## config.mk

```make
export PLATFORM = sky130hd
export DESIGN_NAME = dsp_agu
export DESIGN_NICKNAME = d
export VERILOG_FILES = /design/src/rtl/agu_pkg.sv /design/src/rtl/agu_circ_next.sv /design/src/rtl/agu_brev_map.sv /design/src/rtl/dsp_agu.sv
export SDC_FILE = /design/constraint.sdc
export NUM_CORES = 1
export LEC_CHECK = 0
export BUFFER_PORTS_ARGS = -buffer_cell sky130_fd_sc_hd__buf_4
export CAP_MARGIN = 20
export CORE_ASPECT_RATIO = 1.2
export CORE_MARGIN = 2
export CORE_UTILIZATION = 55
export CTS_BUF_LIST = sky130_fd_sc_hd__clkbuf_8
export DETAILED_ROUTE_END_ITERATION = 6
export GPL_TIMING_DRIVEN = 0
export PLACE_DENSITY = 0.74
export SLEW_MARGIN = 10
export SYNTH_ARGS = -nofsm -noshare
export SYNTH_HDL_FRONTEND = slang
export SYNTH_SLANG_ARGS = --single-unit
```

## constraint.sdc

```tcl
create_clock -name clk -period 6.5 [get_ports clk]
set_input_delay 0.65 -clock clk [delete_from_list [all_inputs] [get_ports clk]]
set_output_delay 0.65 -clock clk [all_outputs]
set_load 0.02 [all_outputs]
```

## src/rtl/agu_pkg.sv

```systemverilog
package agu_pkg;
  typedef enum logic [1:0] {
    MODE_LINEAR = 2'd0,
    MODE_CIRC   = 2'd1,
    MODE_BREV   = 2'd2
  } agu_mode_e;
endpackage

```

## src/rtl/agu_circ_next.sv

```systemverilog
// Next offset inside a circular buffer; one compare-and-correct per step.
module agu_circ_next #(
  parameter int LEN_W = 11
) (
  input  logic [LEN_W-1:0] off_i,
  input  logic [LEN_W-1:0] len_i,
  input  logic [LEN_W-1:0] stride_i,
  input  logic             dec_i,
  output logic [LEN_W-1:0] off_o,
  output logic             wrap_o
);
  logic [LEN_W:0] sum_up;

  assign sum_up = {1'b0, off_i} + {1'b0, stride_i};

  always_comb begin
    off_o  = off_i;
    wrap_o = 1'b0;
    if (!dec_i) begin
      if (sum_up >= {1'b0, len_i}) begin
        off_o  = LEN_W'(sum_up - {1'b0, len_i});
        wrap_o = 1'b1;
      end else begin
        off_o  = sum_up[LEN_W-1:0];
      end
    end else begin
      if (off_i < stride_i) begin
        off_o  = off_i + len_i - stride_i;
        wrap_o = 1'b1;
      end else begin
        off_o  = off_i - stride_i;
      end
    end
  end
endmodule

```

## src/rtl/agu_brev_map.sv

```systemverilog
// Mirrors the low nbits_i bits of the index; upper bits are cleared.
module agu_brev_map #(
  parameter int LOG2_MAX = 10,
  parameter int LOG2_W   = 4
) (
  input  logic [LOG2_MAX-1:0] idx_i,
  input  logic [LOG2_W-1:0]   nbits_i,
  output logic [LOG2_MAX-1:0] rev_o
);
  logic [LOG2_MAX:1][LOG2_MAX-1:0] rev_tab;

  for (genvar k = 1; k <= LOG2_MAX; k++) begin : g_size
    for (genvar j = 0; j < LOG2_MAX; j++) begin : g_bit
      if (j < k) begin : g_on
        assign rev_tab[k][j] = idx_i[k-1-j];
      end else begin : g_off
        assign rev_tab[k][j] = 1'b0;
      end
    end
  end

  always_comb begin
    rev_o = '0;
    for (int k = 1; k <= LOG2_MAX; k++) begin
      if (32'(nbits_i) == k) rev_o = rev_tab[k];
    end
  end
endmodule

```

## src/rtl/dsp_agu.sv

```systemverilog
module dsp_agu
  import agu_pkg::*;
#(
  parameter int AW       = 16,
  parameter int LEN_W    = 11,
  parameter int LOG2_MAX = 10,
  parameter int LOG2_W   = $clog2(LOG2_MAX + 1)
) (
  input  logic              clk,
  input  logic              rst_n,
  input  logic              cfg_load,
  input  logic [1:0]        cfg_mode,
  input  logic              cfg_dir,
  input  logic [AW-1:0]     cfg_base,
  input  logic [LEN_W-1:0]  cfg_len,
  input  logic [LEN_W-1:0]  cfg_stride,
  input  logic [LOG2_W-1:0] cfg_log2n,
  input  logic              step,
  output logic [AW-1:0]     addr_o,
  output logic              wrap_o
);
  localparam int CNT_W = LOG2_MAX;

  // reset: asynchronous assert, synchronous release
  logic [1:0] rst_sync_q;
  logic       rst_ok;

  always_ff @(posedge clk or negedge rst_n) begin
    if (!rst_n) rst_sync_q <= 2'b00;
    else        rst_sync_q <= {rst_sync_q[0], 1'b1};
  end
  assign rst_ok = rst_sync_q[1];

  // configuration registers
  agu_mode_e         mode_q;
  logic              dir_q;
  logic [AW-1:0]     base_q;
  logic [LEN_W-1:0]  len_q;
  logic [LEN_W-1:0]  stride_q;
  logic [LOG2_W-1:0] log2n_q;

  always_ff @(posedge clk or negedge rst_ok) begin
    if (!rst_ok) begin
      mode_q   <= MODE_LINEAR;
      dir_q    <= 1'b0;
      base_q   <= '0;
      len_q    <= LEN_W'(1);
      stride_q <= '0;
      log2n_q  <= LOG2_W'(1);
    end else if (cfg_load) begin
      mode_q   <= agu_mode_e'(cfg_mode);
      dir_q    <= cfg_dir;
      base_q   <= cfg_base;
      len_q    <= cfg_len;
      stride_q <= cfg_stride;
      log2n_q  <= cfg_log2n;
    end
  end

  // pointer state
  logic [AW-1:0]    off_q, off_d;
  logic [CNT_W-1:0] cnt_q, cnt_d;
  logic [AW-1:0]    addr_q, addr_d;
  logic             wrap_q, wrap_d;
  logic             state_en;

  // circular datapath
  logic [LEN_W-1:0] circ_off;
  logic             circ_wrap;

  agu_circ_next #(.LEN_W(LEN_W)) u_circ (
    .off_i    (off_q[LEN_W-1:0]),
    .len_i    (len_q),
    .stride_i (stride_q),
    .dec_i    (dir_q),
    .off_o    (circ_off),
    .wrap_o   (circ_wrap)
  );

  // bit-reversed index counter
  logic [CNT_W-1:0] cnt_mask;
  logic             cnt_last;
  logic [CNT_W-1:0] cnt_next;
  logic [CNT_W-1:0] rev_idx;

  always_comb begin
    for (int i = 0; i < CNT_W; i++) begin
      cnt_mask[i] = (i < 32'(log2n_q));
    end
  end

  assign cnt_last = ((cnt_q & cnt_mask) == cnt_mask);
  assign cnt_next = cnt_last ? '0 : (cnt_q + CNT_W'(1));

  agu_brev_map #(.LOG2_MAX(LOG2_MAX), .LOG2_W(LOG2_W)) u_brev (
    .idx_i   (cnt_next),
    .nbits_i (log2n_q),
    .rev_o   (rev_idx)
  );

  // next state
  always_comb begin
    off_d  = off_q;
    cnt_d  = cnt_q;
    addr_d = addr_q;
    wrap_d = 1'b0;
    if (cfg_load) begin
      off_d  = '0;
      cnt_d  = '0;
      addr_d = cfg_base;
    end else if (step) begin
      case (mode_q)
        MODE_CIRC: begin
          off_d  = AW'(circ_off);
          wrap_d = circ_wrap;
          addr_d = base_q + off_d;
        end
        MODE_BREV: begin
          cnt_d  = cnt_next;
          wrap_d = cnt_last;
          addr_d = base_q + AW'(rev_idx);
        end
        default: begin
          off_d  = dir_q ? (off_q - AW'(stride_q)) : (off_q + AW'(stride_q));
          addr_d = base_q + off_d;
        end
      endcase
    end
  end

  assign state_en = cfg_load | step;

  // registers
  always_ff @(posedge clk or negedge rst_ok) begin
    if (!rst_ok) begin
      off_q  <= '0;
      cnt_q  <= '0;
      addr_q <= '0;
    end else if (state_en) begin
      off_q  <= off_d;
      cnt_q  <= cnt_d;
      addr_q <= addr_d;
    end
  end

  always_ff @(posedge clk or negedge rst_ok) begin
    if (!rst_ok) wrap_q <= 1'b0;
    else         wrap_q <= wrap_d;
  end

  assign addr_o = addr_q;
  assign wrap_o = wrap_q;

  // assertions
  p_load_base_r2: assert property (@(posedge clk) disable iff (!rst_ok)
    cfg_load |=> (addr_o == $past(cfg_base)) && !wrap_o)
    else $error("load did not restart at base");

  p_idle_hold_r3: assert property (@(posedge clk) disable iff (!rst_ok)
    (!cfg_load && !step) |=> $stable(addr_o) && !wrap_o)
    else $error("address moved without a step");

  p_linear_nowrap_r4: assert property (@(posedge clk) disable iff (!rst_ok)
    (mode_q != MODE_CIRC && mode_q != MODE_BREV) |-> !wrap_o)
    else $error("wrap flag in linear mode");

  p_circ_in_range_r5: assert property (@(posedge clk) disable iff (!rst_ok)
    (mode_q == MODE_CIRC) |-> (off_q < AW'(len_q)))
    else $error("circular offset outside buffer");

  p_circ_wrap_dir_r6: assert property (@(posedge clk) disable iff (!rst_ok)
    (mode_q == MODE_CIRC && step && !cfg_load && dir_q && off_q == '0 && stride_q == LEN_W'(1))
      |=> wrap_o && (addr_o == base_q + AW'(len_q) - AW'(1)))
    else $error("downward wrap did not land on last element");

  p_brev_wrap_base_r8: assert property (@(posedge clk) disable iff (!rst_ok)
    (wrap_o && mode_q == MODE_BREV) |-> (addr_o == base_q))
    else $error("bit-reversed pass did not end at base");
endmodule

```

==> run_summary.xml <==
<?xml version="1.0" encoding="UTF-8"?>
<metrics>
  <group name="run_status">
    <metric name="run_status" unit="">complete, no violations</metric>
  </group>
  <group name="global_routing">
    <metric name="grt_busiest_layer" unit="">met2</metric>
    <metric name="met3_usage" unit="%">4.58</metric>
    <metric name="groute.layer.met1.usage" unit="%">41.8</metric>
    <metric name="grt_first_pass_wirelength" unit="µm">42200</metric>
    <metric name="grt_overflow_total" unit="">0</metric>
    <metric name="number_of_global_route_vias_before_repair" unit="">8182</metric>
    <metric name="total_track_usage" unit="%">31.6</metric>
    <metric name="gr_layer_usage_met2" unit="%">52.9</metric>
    <metric name="grt_max_degree" unit="">49</metric>
    <metric name="number_of_antenna_violations_at_the_first_check_in_global_routing" unit="">0</metric>
  </group>
  <group name="setup_path">
    <metric name="critPathArrivalTime" unit="ns">6.64</metric>
    <metric name="setup.worst_path.class" unit="">reg2reg</metric>
    <metric name="critical_path_end_type" unit="">register</metric>
    <metric name="r2r_start" unit="">off_q[2]</metric>
    <metric name="worst-path-max-fanout" unit="">10</metric>
    <metric name="timing.critical_path.from_type" unit="">register</metric>
    <metric name="worst_r2r_dst" unit="">addr_o[14]</metric>
    <metric name="r2r_cells" unit="">26</metric>
    <metric name="worst-r2r-setup-slack" unit="ns">0.19</metric>
    <metric name="worst_ep_required_time" unit="ns">6.82</metric>
  </group>
  <group name="sta">
    <metric name="post-route-worst-setup-slack" unit="ns">0.187</metric>
    <metric name="worst_slew_pin_slew" unit="ns">0.867</metric>
    <metric name="timing.slew.headroom" unit="%">42.2</metric>
    <metric name="slew_violations" unit="">0</metric>
    <metric name="hold_viol" unit="">0</metric>
    <metric name="fin_skew" unit="ns">0.0181</metric>
    <metric name="timing.fmax" unit="MHz">158</metric>
    <metric name="holdWs" unit="ns">0.343</metric>
    <metric name="finalCriticalPeriod" unit="ns">6.31</metric>
    <metric name="setup-tns-final" unit="ns">0</metric>
    <metric name="period_share" unit="%">97.1</metric>
    <metric name="timing.final.setup_violations" unit="">0</metric>
  </group>
  <group name="power_and_ir_drop">
    <metric name="leakage_dissipation" unit="nW">4.43</metric>
    <metric name="power.ir.vdd_worst" unit="V">0.000208</metric>
    <metric name="sequentialPowerShare" unit="%">20.8</metric>
    <metric name="cell_internal_pwr" unit="mW">1.82</metric>
    <metric name="power.density" unit="nW/µm²">356</metric>
    <metric name="p_clk_share" unit="%">13.0</metric>
    <metric name="comb_power_share" unit="%">66.2</metric>
    <metric name="power_switching" unit="mW">1.67</metric>
    <metric name="swShare" unit="%">47.8</metric>
  </group>
  <group name="cells_and_area">
    <metric name="fin_cells" unit="">1383</metric>
    <metric name="layout-drive-gt1-share" unit="%">12.4</metric>
    <metric name="net_count_final" unit="">1310</metric>
    <metric name="layout-area-overhead-vs-synth" unit="%">13.7</metric>
    <metric name="postLayoutCoreUtil" unit="%">63.3</metric>
    <metric name="antennaDiodeCount" unit="">0</metric>
  </group>
  <group name="placement">
    <metric name="placement.io_buffers" unit="">64</metric>
    <metric name="dp_slack" unit="ns">-0.471</metric>
    <metric name="gpl.final_weighted_congestion" unit="">0.975</metric>
    <metric name="place_inst" unit="">1358</metric>
    <metric name="hpwl" unit="µm">20700</metric>
  </group>
  <group name="min_path">
    <metric name="hold_path_class" unit="">reg2async</metric>
  </group>
  <group name="synth">
    <metric name="syn_nets" unit="">1225</metric>
    <metric name="ys_top_cells_by_count" unit="">sky130_fd_sc_hd__inv_1 (103), sky130_fd_sc_hd__nand2_1 (100), sky130_fd_sc_hd__o21ai_0 (95)</metric>
    <metric name="share_of_the_synthesized_area_in_the_top_cell_type" unit="%">25.5</metric>
    <metric name="netlist.top_cell.by_area" unit="">sky130_fd_sc_hd__dfrtp_1</metric>
    <metric name="synth.most_common_cell" unit="">sky130_fd_sc_hd__inv_1</metric>
    <metric name="synthesis.instances" unit="">1085</metric>
    <metric name="synth.cell_area" unit="µm²">8630</metric>
    <metric name="synth-seq-area-share" unit="%">26.1</metric>
    <metric name="ys_seq_elements" unit="">90</metric>
    <metric name="synth_area_leaders" unit="">sky130_fd_sc_hd__dfrtp_1 (26%), sky130_fd_sc_hd__ha_1 (11%), sky130_fd_sc_hd__o21ai_0 (5.5%)</metric>
    <metric name="synthDistinctLibCells" unit="">76</metric>
    <metric name="async_flop_share" unit="%">100</metric>
    <metric name="postSynth.topFlopCell" unit="">sky130_fd_sc_hd__dfrtp_1</metric>
    <metric name="synth.yosys.warnings" unit="">0</metric>
    <metric name="postSynthAreaPerCell" unit="µm²">7.96</metric>
    <metric name="synth-edff-count" unit="">0</metric>
  </group>
  <group name="routing">
    <metric name="route.detailed.drc" unit="">0</metric>
    <metric name="wl_per_cell" unit="µm">19.0</metric>
    <metric name="count_of_vias_placed_by_the_detailed_router" unit="">8462</metric>
    <metric name="viasPerCell" unit="">6.12</metric>
    <metric name="detail_route.iter0.violations" unit="">638</metric>
    <metric name="drt_wl_total" unit="µm">26300</metric>
    <metric name="route.antenna.remaining_nets" unit="">0</metric>
    <metric name="firstDrtPassIters" unit="">7</metric>
  </group>
  <group name="floorplan">
    <metric name="rows" unit="">50</metric>
    <metric name="starting_density" unit="%">55.7</metric>
    <metric name="die_w" unit="µm">118</metric>
    <metric name="die_span_in_y" unit="µm">141</metric>
    <metric name="num_io_pins" unit="">66</metric>
    <metric name="fp.dieArea" unit="µm²">16700</metric>
    <metric name="placeableCoreArea" unit="µm²">15500</metric>
  </group>
  <group name="clocking">
    <metric name="htree_num_levels" unit="">3</metric>
    <metric name="insertion_delay" unit="ns">0.39</metric>
    <metric name="clock_tree.root_cell" unit="">sky130_fd_sc_hd__clkbuf_8</metric>
    <metric name="clock_path_buffers" unit="">2</metric>
    <metric name="numCtsBuffers" unit="">9</metric>
    <metric name="sinks_on_the_clock_net" unit="">90</metric>
    <metric name="cts_tree" unit="">yes</metric>
    <metric name="clk_pin_slew_worst_setup_hold_paths" unit="ns">0.11</metric>
  </group>
  <group name="run">
    <metric name="cap_violations" unit="">0</metric>
  </group>
</metrics>
timing repair:
item / 4_1_cts / 5_1_grt
resized for setup: 12 / 25
hold buffers: 0 / 1
endpoints found under the hold margin: 0 / 2
endpoints found under the setup margin: 7 / 7
pin swaps: 1 / 3
buffers inserted: 2 / 9
per-stage QoR:
step                power (mW)  cell area [µm²]
floorplan                 2.36             8630
global placement          2.86             9380
detailed placement        2.89             9410
CTS                       3.37             9670
global route              3.76             9810
finish                    3.49             9810
layout make-up:
class,instances,area (µm²)
sequential,90,2270
clock buffer,9,124
timing repair buffer,77,601
tap,208,260
clock inverter,7,103
multi-input combinational,843,5890
inverter,103,387
fill,1495,5700
buffer,46,189
worst max-delay path, stage by stage (launching register included):
cell,delay [ns]
sky130_fd_sc_hd__dfrtp_1,0.48
sky130_fd_sc_hd__ha_1,0.32
sky130_fd_sc_hd__buf_6,0.14
sky130_fd_sc_hd__nand2b_1,0.14
sky130_fd_sc_hd__a21oi_1,0.20
sky130_fd_sc_hd__o21ai_1,0.10
sky130_fd_sc_hd__a21oi_2,0.23
sky130_fd_sc_hd__nor2_1,0.08
sky130_fd_sc_hd__xnor2_1,0.23
sky130_fd_sc_hd__ha_1,0.30
sky130_fd_sc_hd__or2_2,0.30
sky130_fd_sc_hd__a21oi_1,0.21
sky130_fd_sc_hd__a211oi_1,0.10
sky130_fd_sc_hd__o21ai_1,0.29
sky130_fd_sc_hd__buf_2,0.28
sky130_fd_sc_hd__a211oi_1,0.12
sky130_fd_sc_hd__a211oi_1,0.44
sky130_fd_sc_hd__o211ai_1,0.22
sky130_fd_sc_hd__ha_1,0.39
sky130_fd_sc_hd__a21oi_2,0.09
sky130_fd_sc_hd__o21bai_1,0.22
sky130_fd_sc_hd__a211oi_2,0.13
sky130_fd_sc_hd__o31ai_2,0.43
sky130_fd_sc_hd__o2111ai_2,0.20
sky130_fd_sc_hd__and3_1,0.20
sky130_fd_sc_hd__o31a_1,0.27
sky130_fd_sc_hd__o21ai_0,0.13
flip-flops by register name, indices dropped and copies added, names as in the netlist:
register,count
mode_q,2
len_q,11
off_q,16
wrap_o,1
stride_q,11
cnt_q,10
base_q,16
rst_sync_q,2
dir_q,1
addr_o,16
log2n_q,4
cell families (layout without fill, tap and decap cells):
logic type	count (synthesis)	in the layout	synth area share, %
multiplexers	20	20	2.41
AND/OR/NAND/NOR	336	336	18.6
XOR/XNOR	68	68	6.90
flip-flops	90	90	26.1
adder cells (fa/ha/maj)	92	92	14.6
AO/OA/AOI/OAI	326	326	24.5
buffers and inverters	152	242	6.77
other	1	1	0.0434
power by group through the flow:
stage	Sequential, mW	Clock, mW	Combinational [mW]
3_5_place_dp	0.734	0	2.16
6_report	0.727	0.452	2.31
3_3_place_gp	0.738	0	2.12
2_1_floorplan	0.746	0	1.61
4_1_cts	0.724	0.457	2.19
5_1_grt	0.736	0.484	2.54
metal layers:
| layer | up-vias | routed length (µm) | share of wire [%] |
|---|---|---|---|
| met3 | 56 | 1560 | 5.9 |
| met5 | - | 0 | 0 |
| li1 | 4031 | - | - |
| met1 | 4071 | 11500 | 44 |
| met4 | 0 | 854 | 3.2 |
| met2 | 304 | 12400 | 47 |
placed cells by master (no fill, tap or decap), types with 7 or more instances in the layout:
master                       n
sky130_fd_sc_hd__inv_1     102
sky130_fd_sc_hd__nand2_1   100
sky130_fd_sc_hd__o21ai_0    89
sky130_fd_sc_hd__nor2_1     87
sky130_fd_sc_hd__dfrtp_1    81
sky130_fd_sc_hd__buf_4      76
sky130_fd_sc_hd__ha_1       73
sky130_fd_sc_hd__a21oi_1    61
sky130_fd_sc_hd__xnor2_1    47
sky130_fd_sc_hd__clkbuf_1   37
sky130_fd_sc_hd__nor3_1     32
sky130_fd_sc_hd__nand3_1    24
sky130_fd_sc_hd__xor2_1     21
sky130_fd_sc_hd__o211ai_1   16
sky130_fd_sc_hd__a211oi_1   16
sky130_fd_sc_hd__fa_1       15
sky130_fd_sc_hd__nand2b_1   14
sky130_fd_sc_hd__mux2i_1    14
sky130_fd_sc_hd__or3_1      13
sky130_fd_sc_hd__a21o_1     13
sky130_fd_sc_hd__a31oi_1    12
sky130_fd_sc_hd__o22ai_1    12
sky130_fd_sc_hd__nor2b_1    12
sky130_fd_sc_hd__and3_1      9
sky130_fd_sc_hd__clkbuf_8    9
sky130_fd_sc_hd__nor4_1      8
sky130_fd_sc_hd__and2_1      8
sky130_fd_sc_hd__a22oi_1     8
sky130_fd_sc_hd__o21a_1      7
sky130_fd_sc_hd__nand4_1     7
sky130_fd_sc_hd__o21ai_1     7
worst max path at each step:
| stage | from | to | cells past startpoint |
|---|---|---|---|
| 2_1_floorplan | stride_q[1] | addr_o[14] | 29 |
| 3_3_place_gp | stride_q[1] | addr_o[14] | 29 |
| 3_5_place_dp | stride_q[1] | addr_o[14] | 29 |
| 4_1_cts | stride_q[1] | addr_o[14] | 30 |
| 5_1_grt | stride_q[0] | addr_o[14] | 30 |
| 6_report | off_q[2] | addr_o[14] | 26 |
Power figures use the tool's default switching activity.
